File: src/rtl/ecp_rev_rx.sv
module ecp_rev_rx #(
  parameter int DW          = 8,
  parameter int SYNC_STAGES = 2,
  parameter int TIMEOUT     = 64
) (
  input  logic          clk,
  input  logic          rst_n,
  input  logic [DW-1:0] cable_data,
  input  logic          peer_tag,
  input  logic          peer_strobe_n,
  input  logic          fifo_full,
  output logic          host_ack,
  output logic          fifo_wr,
  output logic [DW:0]   fifo_wdata,
  output logic          busy,
  output logic          timeout_err
);

  localparam int CW = (TIMEOUT > 2) ? $clog2(TIMEOUT) : 1;
  localparam logic [CW-1:0] LIMIT = CW'(TIMEOUT - 1);

  typedef enum logic [1:0] {S_IDLE, S_STORE, S_ACK} st_t;

  st_t                st;
  logic [SYNC_STAGES:0] sh;
  logic [DW:0]        cap;
  logic [CW-1:0]      cnt;

  wire strobe_now  = sh[SYNC_STAGES-1];
  wire strobe_fall = sh[SYNC_STAGES] & ~strobe_now;

  assign fifo_wr    = (st == S_STORE) && !fifo_full;
  assign fifo_wdata = cap;
  assign host_ack   = (st == S_ACK);
  assign busy       = (st != S_IDLE);

  always_ff @(posedge clk or negedge rst_n) begin
    if (!rst_n) begin
      st          <= S_IDLE;
      sh          <= '1;
      cap         <= '0;
      cnt         <= '0;
      timeout_err <= 1'b0;
    end else begin
      sh <= {sh[SYNC_STAGES-1:0], peer_strobe_n};
      case (st)
        S_IDLE:
          if (strobe_fall) begin
            cap <= {peer_tag, cable_data};
            st  <= S_STORE;
          end
        S_STORE:
          if (!fifo_full) begin
            cnt <= '0;
            st  <= S_ACK;
          end
        S_ACK:
          if (strobe_now) begin
            st <= S_IDLE;
          end else if (cnt == LIMIT) begin
            st          <= S_IDLE;
            timeout_err <= 1'b1;
          end else begin
            cnt <= cnt + 1'b1;
          end
        default: st <= S_IDLE;
      endcase
      if (fifo_wr) timeout_err <= 1'b0;
    end
  end

endmodule


File: config.mk
export PLATFORM = sky130hd
export DESIGN_NAME = ecp_rev_rx
export DESIGN_NICKNAME = d
export VERILOG_FILES = /design/src/rtl/ecp_rev_rx.sv
export SDC_FILE = /design/constraint.sdc
export NUM_CORES = 1
export LEC_CHECK = 0
export CORE_MARGIN = 3
export CORE_UTILIZATION = 30
export DETAILED_ROUTE_END_ITERATION = 6
export PLACE_DENSITY_LB_ADDON = 0.1
export SYNTH_ARGS = -nofsm -noshare
export SYNTH_HDL_FRONTEND = slang
export SYNTH_SLANG_ARGS = --single-unit
File: constraint.sdc
create_clock -name clk -period 1.5 [get_ports clk]
set_input_delay 0.225 -clock clk [delete_from_list [all_inputs] [get_ports clk]]
set_output_delay 0.225 -clock clk [all_outputs]
set_load 0.1 [all_outputs]
# [Word level (Yosys, flattened, before mapping)]
# Cells that the tools add are included.
[word_totals] register_bits=21 inputBits=13 out_inout_bits=13 word_cells=41
[classes] addsub=1 n_eq_ne=9 n_mux=13 bitwise_logic=2 n_reduce_logical=11
[op_table] cell="$mux 6" n=3
[op_table] cell="$pmux 6 s2" n=1
[op_table] cell="$ne 2x2->1 const B" n=5
[op_table] cell="$mux 2" n=4
[op_table] cell="$reduce_bool 2->1" n=4
[op_table] cell="$add 6x1->6 const B" n=1
[op_table] cell="$eq 6x6->1 const B" n=1
[op_table] cell="$pmux 2 s3" n=1
[op_table] cell="$reduce_and 3->1" n=2
[op_table] cell="$mux 1" n=4
[op_table] cell="$reduce_and 4->1" n=1
[op_table] cell="$ne 3x1->1 const B" n=1
[op_table] cell="$eq 2x1->1 const B" n=1
[op_table] cell="$eq 2x2->1 const B" n=1
[op_table] cell="$logic_not 2->1" n=1
[op_table] cell="$reduce_and 2->1" n=1
[op_table] cell="$and 1x1->1" n=1
[op_table] cell="$logic_and 1x1->1" n=1
[op_table] cell="$logic_not 1->1" n=1
[op_table] cell="$not 1->1" n=1

# [Depth between registers and ports, before layout]
# Gate-level depths: netlist (run 1).
[logic_depth] depth_word=5 mapped_depth=4

# [Worst setup path before layout (run 1)]
# Ideal clock, no wire load.
[synth_timing] kind="register -> output" start="reg st[0]" end="out host_ack" arrival_time_ns=1.779 required_ns=1.275 path_slack_ns=-0.504 path_stages_with_launch=2 path_buffers=0 cell_sequence="dfrtp_1 > nor2b_1"
[synth_via] elab_chain_len=1
[synth_rtl] item="start: declaration" line="24" text="st_t st;"
[synth_rtl] item="start signal: assignment" line="39" text="st <= S_IDLE;"
[synth_rtl] item="start signal: assignment" line="50" text="st <= S_STORE;"
[synth_rtl] item="start signal: assignment" line="55" text="st <= S_ACK;"
[synth_rtl] item="$eq 2x2->1" line="34" text="assign host_ack = (st == S_ACK);"
[synth_rtl] item="end: declaration" line="12" text="output logic host_ack,"
# No other way between the ends.

# [Worst setup path in the final report (run 1)]
[layout_timing] start="reg st[0]" end="out fifo_wr"
[layout_via] elab_chain_len=2
[layout_rtl] item="$eq 2x1->1" line="32" text="assign fifo_wr = (st == S_STORE) && !fifo_full;"
[layout_rtl] item="$logic_and 1x1->1" line="32"
[layout_rtl] item="end: declaration" line="13" text="output logic fifo_wr,"
# No other way between the ends.

==> results of run 1 <==
-- placed cells by master (no fill, tap or decap), types with 4 or more instances in the layout --
cell	count
buf_12	13
buf_4	13
buf_6	4
clkdlybuf4s50_1	12
dfrtp_1	17
mux2_4	9
nand2_1	9
-- logic make-up (layout without fill, tap and decap cells) --
family,Yosys count,count (layout),synth area share
compound gates,11,11,0.0808
xor+xnor,1,1,0.00959
fa+ha+maj,1,1,0.0137
buf+inv,4,48,0.0206
flops,21,21,0.579
mux,12,12,0.144
simple gates,24,24,0.152
-- routing by layer --
layer	GRT usage	routed length (µm)	vias to the layer above
met4	0.0557	16	0
met5	0	0	-
met3	0.0273	113	2
li1	-	-	360
met1	0.158	882	374
met2	0.186	1030	15
-- sequential cells by signal (all words and copies together) (netlist names) --
name / count
st: 2
cnt: 6
fifo_wdata: 9
timeout_err: 1
sh: 3
-- where the power goes --
part           leakage, nW  switching (mW)  internal (mW)
Clock               0.0150           0.166          0.103
Sequential           0.257           0.150          0.707
Combinational        0.465           0.984          0.712
Total                0.737            1.30           1.52
-- area by class of cell --
cell class	count	area (µm²)
multi-input cells	49	457
repair buffers	42	523
inverters	2	11.3
fillers	249	1240
well taps	31	38.8
flip-flops and latches	21	531
clock buffers	4	26.3
-- final timing paths --
check / startpoint / to / cells past startpoint / slack, ns
setup reg to reg: st[0] / fifo_wdata[1] / 5 / -0.08
setup / recovery: st[0] / fifo_wr / 4 / -0.14
hold / removal: rst_n / cnt[2] / 2 / 0.26
max in group asynchronous: rst_n / sh[0] / 2 / 0.96
hold reg to reg: sh[0] / sh[1] / 0 / 0.36
min in group clk: peer_strobe_n / sh[0] / 1 / 0.33
-- worst max-delay path, stage by stage (launching register included) --
cell	delay, ns
dfrtp_2	0.39
buf_6	0.10
or3b_4	0.39
clkinvlp_4	0.09
buf_12	0.16
-- repair_timing --
action                     4_1_cts  5_1_grt
setup buffers                    5        1
gates resized for setup          5       10
setup endpoints to repair        2       18
pin swaps                        1        4
==> results.md, run 1 <==
* Post-route ant nets at 0
* Ys Warns at 0
* Placed instance count at 140
* Share of cells above drive strength 1 at 0.500
* Max-Cap Viols at 0
* Synth top cells by count: 18 x dfrtp_1, 9 x mux2_2, 9 x nand2_1
* Post-synth net total at 88
* Fin crit share at 1.10
* Max Fclk at 609 MHz
* Starting Density at 0.323
* Max Slew Vio Count at 0
* Post-Layout Inst Area at 0.00159 mm²
* Total track usage at 0.120
* Post-CTS Hold Buffers at 0
* Tmin final at 1.64 ns
* Port Buffer Count at 25
* Post-synthesis sequential area ratio at 0.579
* H-tree depth at 1
* Initial antenna violation count at 0
* Vias per cell at 5.04
* RD Place Congestion at 0.733
* Yosys reg bits at 21
* Startpoint Class: register
* Worst Slack Setup Final at -0.143 ns
* Pwr Density at 1780 mW/mm²
* Synth top area share at 0.493
* Post-route clock skew at 0.0104 ns
* CTS Sinks at 21
* Worst-path clk slew at 0.12 ns
* Final Hold Vio Count at 0
* Setup TNS at -1.02 ns
* Worst Tran Pin Value at 0.275 ns
* Post-synth ARST share at 1.00
* Die area at 0.00374 mm²
* Syn Area/Cell at 12.3 µm²
* Fin util at 0.561
* Area delta synth->final at 73.7%
* Clk Latency, worst-skew pair at 0.30 ns
* Number of synthesized flops with an enable pin at 0
* Finish-stage setup viols at 13
* Ys flop type: dfrtp_1
* WP data arrival at 1.42 ns
* I/O pins at 26
* Hold Crit Class: in2async
* Post-layout nets at 133
* Static leakage at 0.737 nW
* Die W at 61.2 µm
* Row Count at 19
* Final hold slack at 0.257 ns
* Pre-CTS setup slack at -0.0863 ns
* Drt drc at 0
* Post-Syn Area at 913 µm²
* Pre-antenna DRT Iters at 4
* Via count at 751
* Layout Cells excl Fill at 149
* Post-Synthesis Cells at 74
* Pin count of the biggest net entering global routing at 22
* Antenna cells at 0
* Maximum VDD drop at 1050 µV
* Wire per inst at 13.7 µm
* Yosys cell types at 29
* Number of buffers created by CTS at 3
* Largest area contributor in the synthesized netlist: dfrtp_1
* Die height at 61.2 µm
* Rel. slew slack at 0.816
* Crit Path Category: reg2out
* Most frequent cell after synthesis: dfrtp_1
* Critical path endpoint category: primary output
* Crit path max fanout at 3
* DR iter-0 viols at 13
* Cell Area, Placed at 0.00146 mm²
* Root Buffer: clkbuf_4
* CTS tree: built
* Top post-synthesis cells by area: dfrtp_1 49%, mux2_2 11%, dfstp_2 8.6%, nand2_1 3.7%, mux2i_1 3.3%
* First-pass GRT wire length at 3310 µm
* WP data required at 1.27 ns
* RSZ-0062 raised after global routing: yes
* Global route overflow at 0
* Status: finished with violations
* Longest Clk Path Bufs at 2
* Core area at 0.00283 mm²
* Power consumption at 2.82 mW
* Failing checks: negative setup slack
* Placed wire-length estimate at 1420 µm
* Vias in the first global route at 752
* Drt total wl at 2040 µm
(Power assumes the default switching activity.)
==> run 2, diff against run 1 <==
--- a/config.mk
+++ b/config.mk
@@ -6,7 +6,7 @@
 export NUM_CORES = 1
 export LEC_CHECK = 0
 export CORE_MARGIN = 3
-export CORE_UTILIZATION = 30
+export CORE_UTILIZATION = 41
 export DETAILED_ROUTE_END_ITERATION = 6
 export PLACE_DENSITY_LB_ADDON = 0.1
 export SYNTH_ARGS = -nofsm -noshare
==> results.md, run 2 (synthesis results as in run 1) <==
* Max Fclk at 601 MHz (-1.2%)
* Drt drc at 0 (unchanged)
* Rel. slew slack at 0.830 (+0.0141)
* Die area at 0.00283 mm² (-24%)
* Post-layout nets at 132 (-0.75%)
* Pwr Density at 1820 mW/mm² (+2.4%)
* Die height at 53.2 µm (-13%)
* Worst-path clk slew at 0.12 ns (about the same)
* Layout Cells excl Fill at 144 (-3.4%)
* Placed wire-length estimate at 1510 µm (+6.0%)
* Max-Cap Viols at 0 (unchanged)
* Share of cells above drive strength 1 at 0.504 (+0.00427)
* Core area at 0.00204 mm² (-28%)
* DR iter-0 viols at 19 (+6)
* RD Place Congestion at 0.780 (+6.4%)
* Post-route clock skew at 0.00417 ns (-0.00619 ns)
* Tmin final at 1.66 ns (+0.0202 ns)
* Commonest non-fill, non-tap cell in the layout: dfrtp_1
* Hold Crit Class: in2async
* Antenna cells at 0 (unchanged)
* Crit Path Category: reg2out
* Fin util at 0.763 (+0.202)
* Pin count of the biggest net entering global routing at 22 (unchanged)
* Crit-path max cell delay at 0.44 ns (+0.05 ns)
* Number of buffers created by CTS at 3 (unchanged)
* H-tree depth at 1 (unchanged)
* Pre-antenna DRT Iters at 4 (unchanged)
* Pre-CTS setup slack at -0.124 ns (-0.0377 ns)
* Static leakage at 0.725 nW (-1.7%)
* Crit. Startpoint: st[1]
* Drt total wl at 2250 µm (+11%)
* Fin crit share at 1.11 (+0.0135)
* Crit path max fanout at 3 (unchanged)
* WP data arrival at 1.44 ns (+0.02 ns)
* Clk Latency, worst-skew pair at 0.31 ns (about the same)
* Starting Density at 0.447 (+0.124)
* Finish-stage setup viols at 16 (+3)
* Final Hold Vio Count at 0 (unchanged)
* Worst Tran Pin Value at 0.252 ns (-0.0238 ns)
* Commonest cells after routing, fill and taps aside: 17 x dfrtp_1, 13 x buf_12, 12 x clkdlybuf4s50_1, 12 x buf_4
* Max Slew Vio Count at 0 (unchanged)
* Die W at 53.2 µm (-13%)
* Placed instance count at 136 (-2.9%)
* Global route overflow at 0 (unchanged)
* Max reg flops at 9 (unchanged)
* Cell Area, Placed at 0.00146 mm² (-0.34%)
* CP max-delay cell: or3b_4
* Vias per cell at 5.17 (+2.6%)
* First-pass GRT wire length at 3600 µm (+9.0%)
* WP data required at 1.27 ns (about the same)
* Power consumption at 2.84 mW (+0.58%)
* CTS tree: built
* Setup TNS at -1.50 ns (-0.482 ns)
* Post-CTS Hold Buffers at 0 (unchanged)
* Post-route ant nets at 0 (unchanged)
* Area delta synth->final at 70.5%
* Maximum VDD drop at 1220 µV (+16%)
* Failing checks: negative setup slack
* Initial antenna violation count at 0 (unchanged)
* Longest Clk Path Bufs at 2 (unchanged)
* CP cell instances: or3b_4 > clkinvlp_4 > buf_12
* Via count at 745 (-0.80%)
* Row Count at 16 (-3)
* Vias in the first global route at 729 (-3.1%)
* CTS Sinks at 21 (unchanged)
* Root Buffer: clkbuf_4
* Wire per inst at 15.6 µm (+14%)
* I/O pins at 26 (unchanged)
* Status: finished with violations
* RSZ-0062 raised after global routing: yes
* Worst Slack Setup Final at -0.163 ns (-0.0202 ns)
* Critical path endpoint category: primary output
* Worst reg2reg startpoint: st[0]
* Fillers at 144 (-42%)
* Port Buffer Count at 25 (unchanged)
* Post-Layout Inst Area at 0.00156 mm² (-1.8%)
* Final hold slack at 0.237 ns (-0.0198 ns)
* Total track usage at 0.182 (+0.0620)
* Startpoint Class: register
## run 2: power by group
part	total (mW)	leakage, nW	internal [mW]	switching (mW)
sequential	0.856	0.257	0.706	0.150
clock	0.279	0.0177	0.0997	0.179
combinational	1.70	0.450	0.706	0.998
total	2.84	0.725	1.51	1.33
## run 2: path summary, 6_finish.rpt
| path | to | slack [ns] | cells past startpoint |
|---|---|---|---|
| min in group clk | sh[0] | 0.30 | 1 |
| worst min register to register | sh[1] | 0.38 | 0 |
| max in group asynchronous | sh[1] | 0.99 | 2 |
| worst max register to register | cnt[5] | -0.12 | 4 |
| worst max-delay path | fifo_wr | -0.16 | 3 |
| worst min-delay path | fifo_wdata[7] | 0.24 | 2 |
## run 2: repair_timing
| item | 4_1_cts | 5_1_grt |
|---|---|---|
| buffers inserted | 3 | 1 |
| gates resized for setup | 4 | 7 |
| pin swaps | 1 | 1 |
| hold endpoints to repair | 0 | 0 |
| setup endpoints to repair | 12 | 19 |
## run 2: per-layer routing
metal | track usage | routed length [µm] | share of wire | vias up
li1 | - | - | - | 351
met1 | 0.234 | 914 | 0.41 | 368
met2 | 0.290 | 1180 | 0.53 | 22
met3 | 0.0366 | 111 | 0.049 | 4
met4 | 0.0809 | 42 | 0.019 | 0
met5 | 0 | 0 | 0 | -
## run 2: cell type report
class	instances	area, µm²	area share
Tap cell	27	33.8	0.0217
Inverter	2	11.3	0.00723
Clock buffer	3	22.5	0.0145
Multi-Input combinational cell	49	439	0.282
Sequential cell	21	531	0.341
Timing Repair Buffer	41	515	0.331
Clock inverter	1	5.00	0.00321
## run 2: worst max-delay path, delay by kind of cell, from the launching register on
| kind | cells | cell delay (ns) |
|---|---|---|
| buf+inv | 2 | 0.26 |
| flops | 1 | 0.42 |
| simple gates | 1 | 0.44 |
==> run 3, diff against run 2 <==
--- a/config.mk
+++ b/config.mk
@@ -8,6 +8,7 @@
 export CORE_MARGIN = 3
 export CORE_UTILIZATION = 41
 export DETAILED_ROUTE_END_ITERATION = 6
+export GPL_TIMING_DRIVEN = 0
 export PLACE_DENSITY_LB_ADDON = 0.1
 export SYNTH_ARGS = -nofsm -noshare
 export SYNTH_HDL_FRONTEND = slang
==> results.md, run 3 (synthesis results as in run 1) <==
* Status: finished with violations
* Failing checks: negative setup slack
* Wire per inst at 14.8 µm (-5.2%)
* Crit path max fanout at 5 (+2)
* Placed instance count at 126 (-7.4%)
* Hold Crit Class: in2reg
* Number of buffers created by CTS at 3 (unchanged)
* Placed wire-length estimate at 1310 µm (-13%)
* WP data arrival at 1.88 ns (+0.44 ns)
* Die area at 0.00283 mm² (unchanged)
* Layout Cells excl Fill at 138 (-4.2%)
* Core area at 0.00204 mm² (unchanged)
* Pwr Density at 1770 mW/mm² (-3.0%)
* Vias per cell at 5.01 (-3.1%)
* Max Fclk at 595 MHz (-1.1%)
* Post-route clock skew at 0.0117 ns (+0.00754 ns)
* Drt drc at 0 (unchanged)
* Area delta synth->final at 55.5%
* Fin crit share at 1.12 (+0.0126)
* Commonest cells after routing, fill and taps aside: 16 x dfrtp_1, 12 x clkdlybuf4s50_1, 9 x mux2_4, 9 x nand2_1, 6 x buf_4
* CTS tree: built
* Pre-antenna DRT Iters at 4 (unchanged)
* R2R Setup Slk at -0.18 ns (-0.06 ns)
* Initial antenna violation count at 0 (unchanged)
* Clock power share at 0.109 (+0.011)
* Longest Clk Path Bufs at 2 (unchanged)
* H-tree depth at 1 (unchanged)
* Maximum VDD drop at 1350 µV (+11%)
* Pre-CTS setup slack at -1.12 ns (-1.00 ns)
* Switching Power at 1.26 mW (-5.3%)
* Startpoint Class: register
* Crit. Startpoint: st[1]
* Root Buffer: clkbuf_4
* Worst reg2reg startpoint: st[1]
* Die W at 53.2 µm (unchanged)
* Drt total wl at 2050 µm (-9.2%)
* Die height at 53.2 µm (unchanged)
* Max Slew Vio Count at 0 (unchanged)
* Final Hold Vio Count at 0 (unchanged)
* Post-layout nets at 126 (-4.5%)
* Port Buffer Count at 25 (unchanged)
* Clk Latency, worst-skew pair at 0.31 ns (about the same)
* Antenna cells at 0 (unchanged)
* First-pass GRT wire length at 3340 µm (-7.3%)
* P_int at 1.25 mW (-17%)
* Starting Density at 0.447 (unchanged)
* Finish-stage setup viols at 13 (-3)
* Commonest non-fill, non-tap cell in the layout: dfrtp_1
* Global route overflow at 0 (unchanged)
* Rel. slew slack at 0.381 (-0.449)
* DR iter-0 viols at 14 (-5)
* Total track usage at 0.168 (-0.0138)
* Vias in the first global route at 717 (-1.6%)
* R2R cell count at 5 (+1)
* Max reg flops at 9 (unchanged)
* Max-Cap Viols at 0 (unchanged)
* WP data required at 1.69 ns (+0.42 ns)
* Combinational group share of total power at 0.565 (-0.035)
* Worst-path clk slew at 0.12 ns (about the same)
* Fin util at 0.695 (-0.0674)
* Share of cells above drive strength 1 at 0.495 (-0.00878)
* Static leakage at 0.638 nW (-12%)
* Critical path endpoint category: register
* Reg2reg end: fifo_wdata[5]
* Post-CTS Hold Buffers at 0 (unchanged)
* Crit Path Category: reg2reg
* Post-route ant nets at 0 (unchanged)
* Tmin final at 1.68 ns (+0.0188 ns)
* Via count at 692 (-7.1%)
* I/O pins at 26 (unchanged)
* CTS Sinks at 21 (unchanged)
* Sw Share at 0.500 (+0.0331)
* Worst Tran Pin Value at 0.925 ns (+0.674 ns)
* Power consumption at 2.51 mW (-12%)
* Pin count of the biggest net entering global routing at 22 (unchanged)
* RSZ-0062 raised after global routing: yes
* Part of the power in registers at 0.327 (+0.025)
* Worst Slack Setup Final at -0.182 ns (-0.0188 ns)
* Row Count at 16 (unchanged)
* CP endpoint: fifo_wdata[5]
* RD Place Congestion at 0.702 (-10%)
run 3: per-stage QoR:
step	TNS (ns)	hold WS, ns	area (µm²)
final	-1.73	0.322	1420
after global placement	-4.21	0.346	1250
after global routing	-2.49	0.322	1420
after CTS	-1.69	0.321	1380
after detailed placement	-4.63	0.347	1250
after floorplan	-0.926	-0.0706	970
run 3: cell type report:
type	count	area, µm²
clock inverter	1	5.00
fill	178	622
buffer	1	11.3
sequential	21	532
multi-input combinational	49	462
tap	27	33.8
clock buffer	3	22.5
inverter	2	11.3
timing repair buffer	34	343
run 3: layer usage:
metal / part of all wire / wire length [µm] / GRT usage
met5: 0 / 0 / 0
met4: 0.0088 / 18 / 0.0511
met3: 0.053 / 108 / 0.0535
met2: 0.49 / 997 / 0.273
met1: 0.45 / 921 / 0.209
run 3: worst max-delay path, stage by stage (launching register included):
cell and delay (ns):
dfrtp_1 0.43, buf_6 0.13, or2_4 0.27, nor3b_4 0.24, buf_6 0.18, mux2_4 0.31
run 3: worst min-delay path by stage:
stage,from,to,slack (ns),depth (start not counted)
floorplan,rst_n,cnt[0],-0.07,0
global placement,sh[0],sh[1],0.35,0
detailed placement,sh[0],sh[1],0.35,0
CTS,peer_strobe_n,sh[0],0.32,1
global route,peer_strobe_n,sh[0],0.32,1
finish,peer_strobe_n,sh[0],0.32,1
run 3: what timing repair did:
item                       in CTS  in global routing
pin swaps                       1                  3
resized for setup              58                 27
setup endpoints to repair      28                 27
cloned                          1                  0
setup buffers                   5                  3
run 3: power groups by stage:
stage,Combinational [mW],Clock [mW],Sequential (mW)
CTS,1.37,0.283,0.815
floorplan,0.394,0,1.45
global route,1.48,0.308,0.846
finish,1.42,0.273,0.820
global placement,1.31,0,0.827
detailed placement,1.32,0,0.831
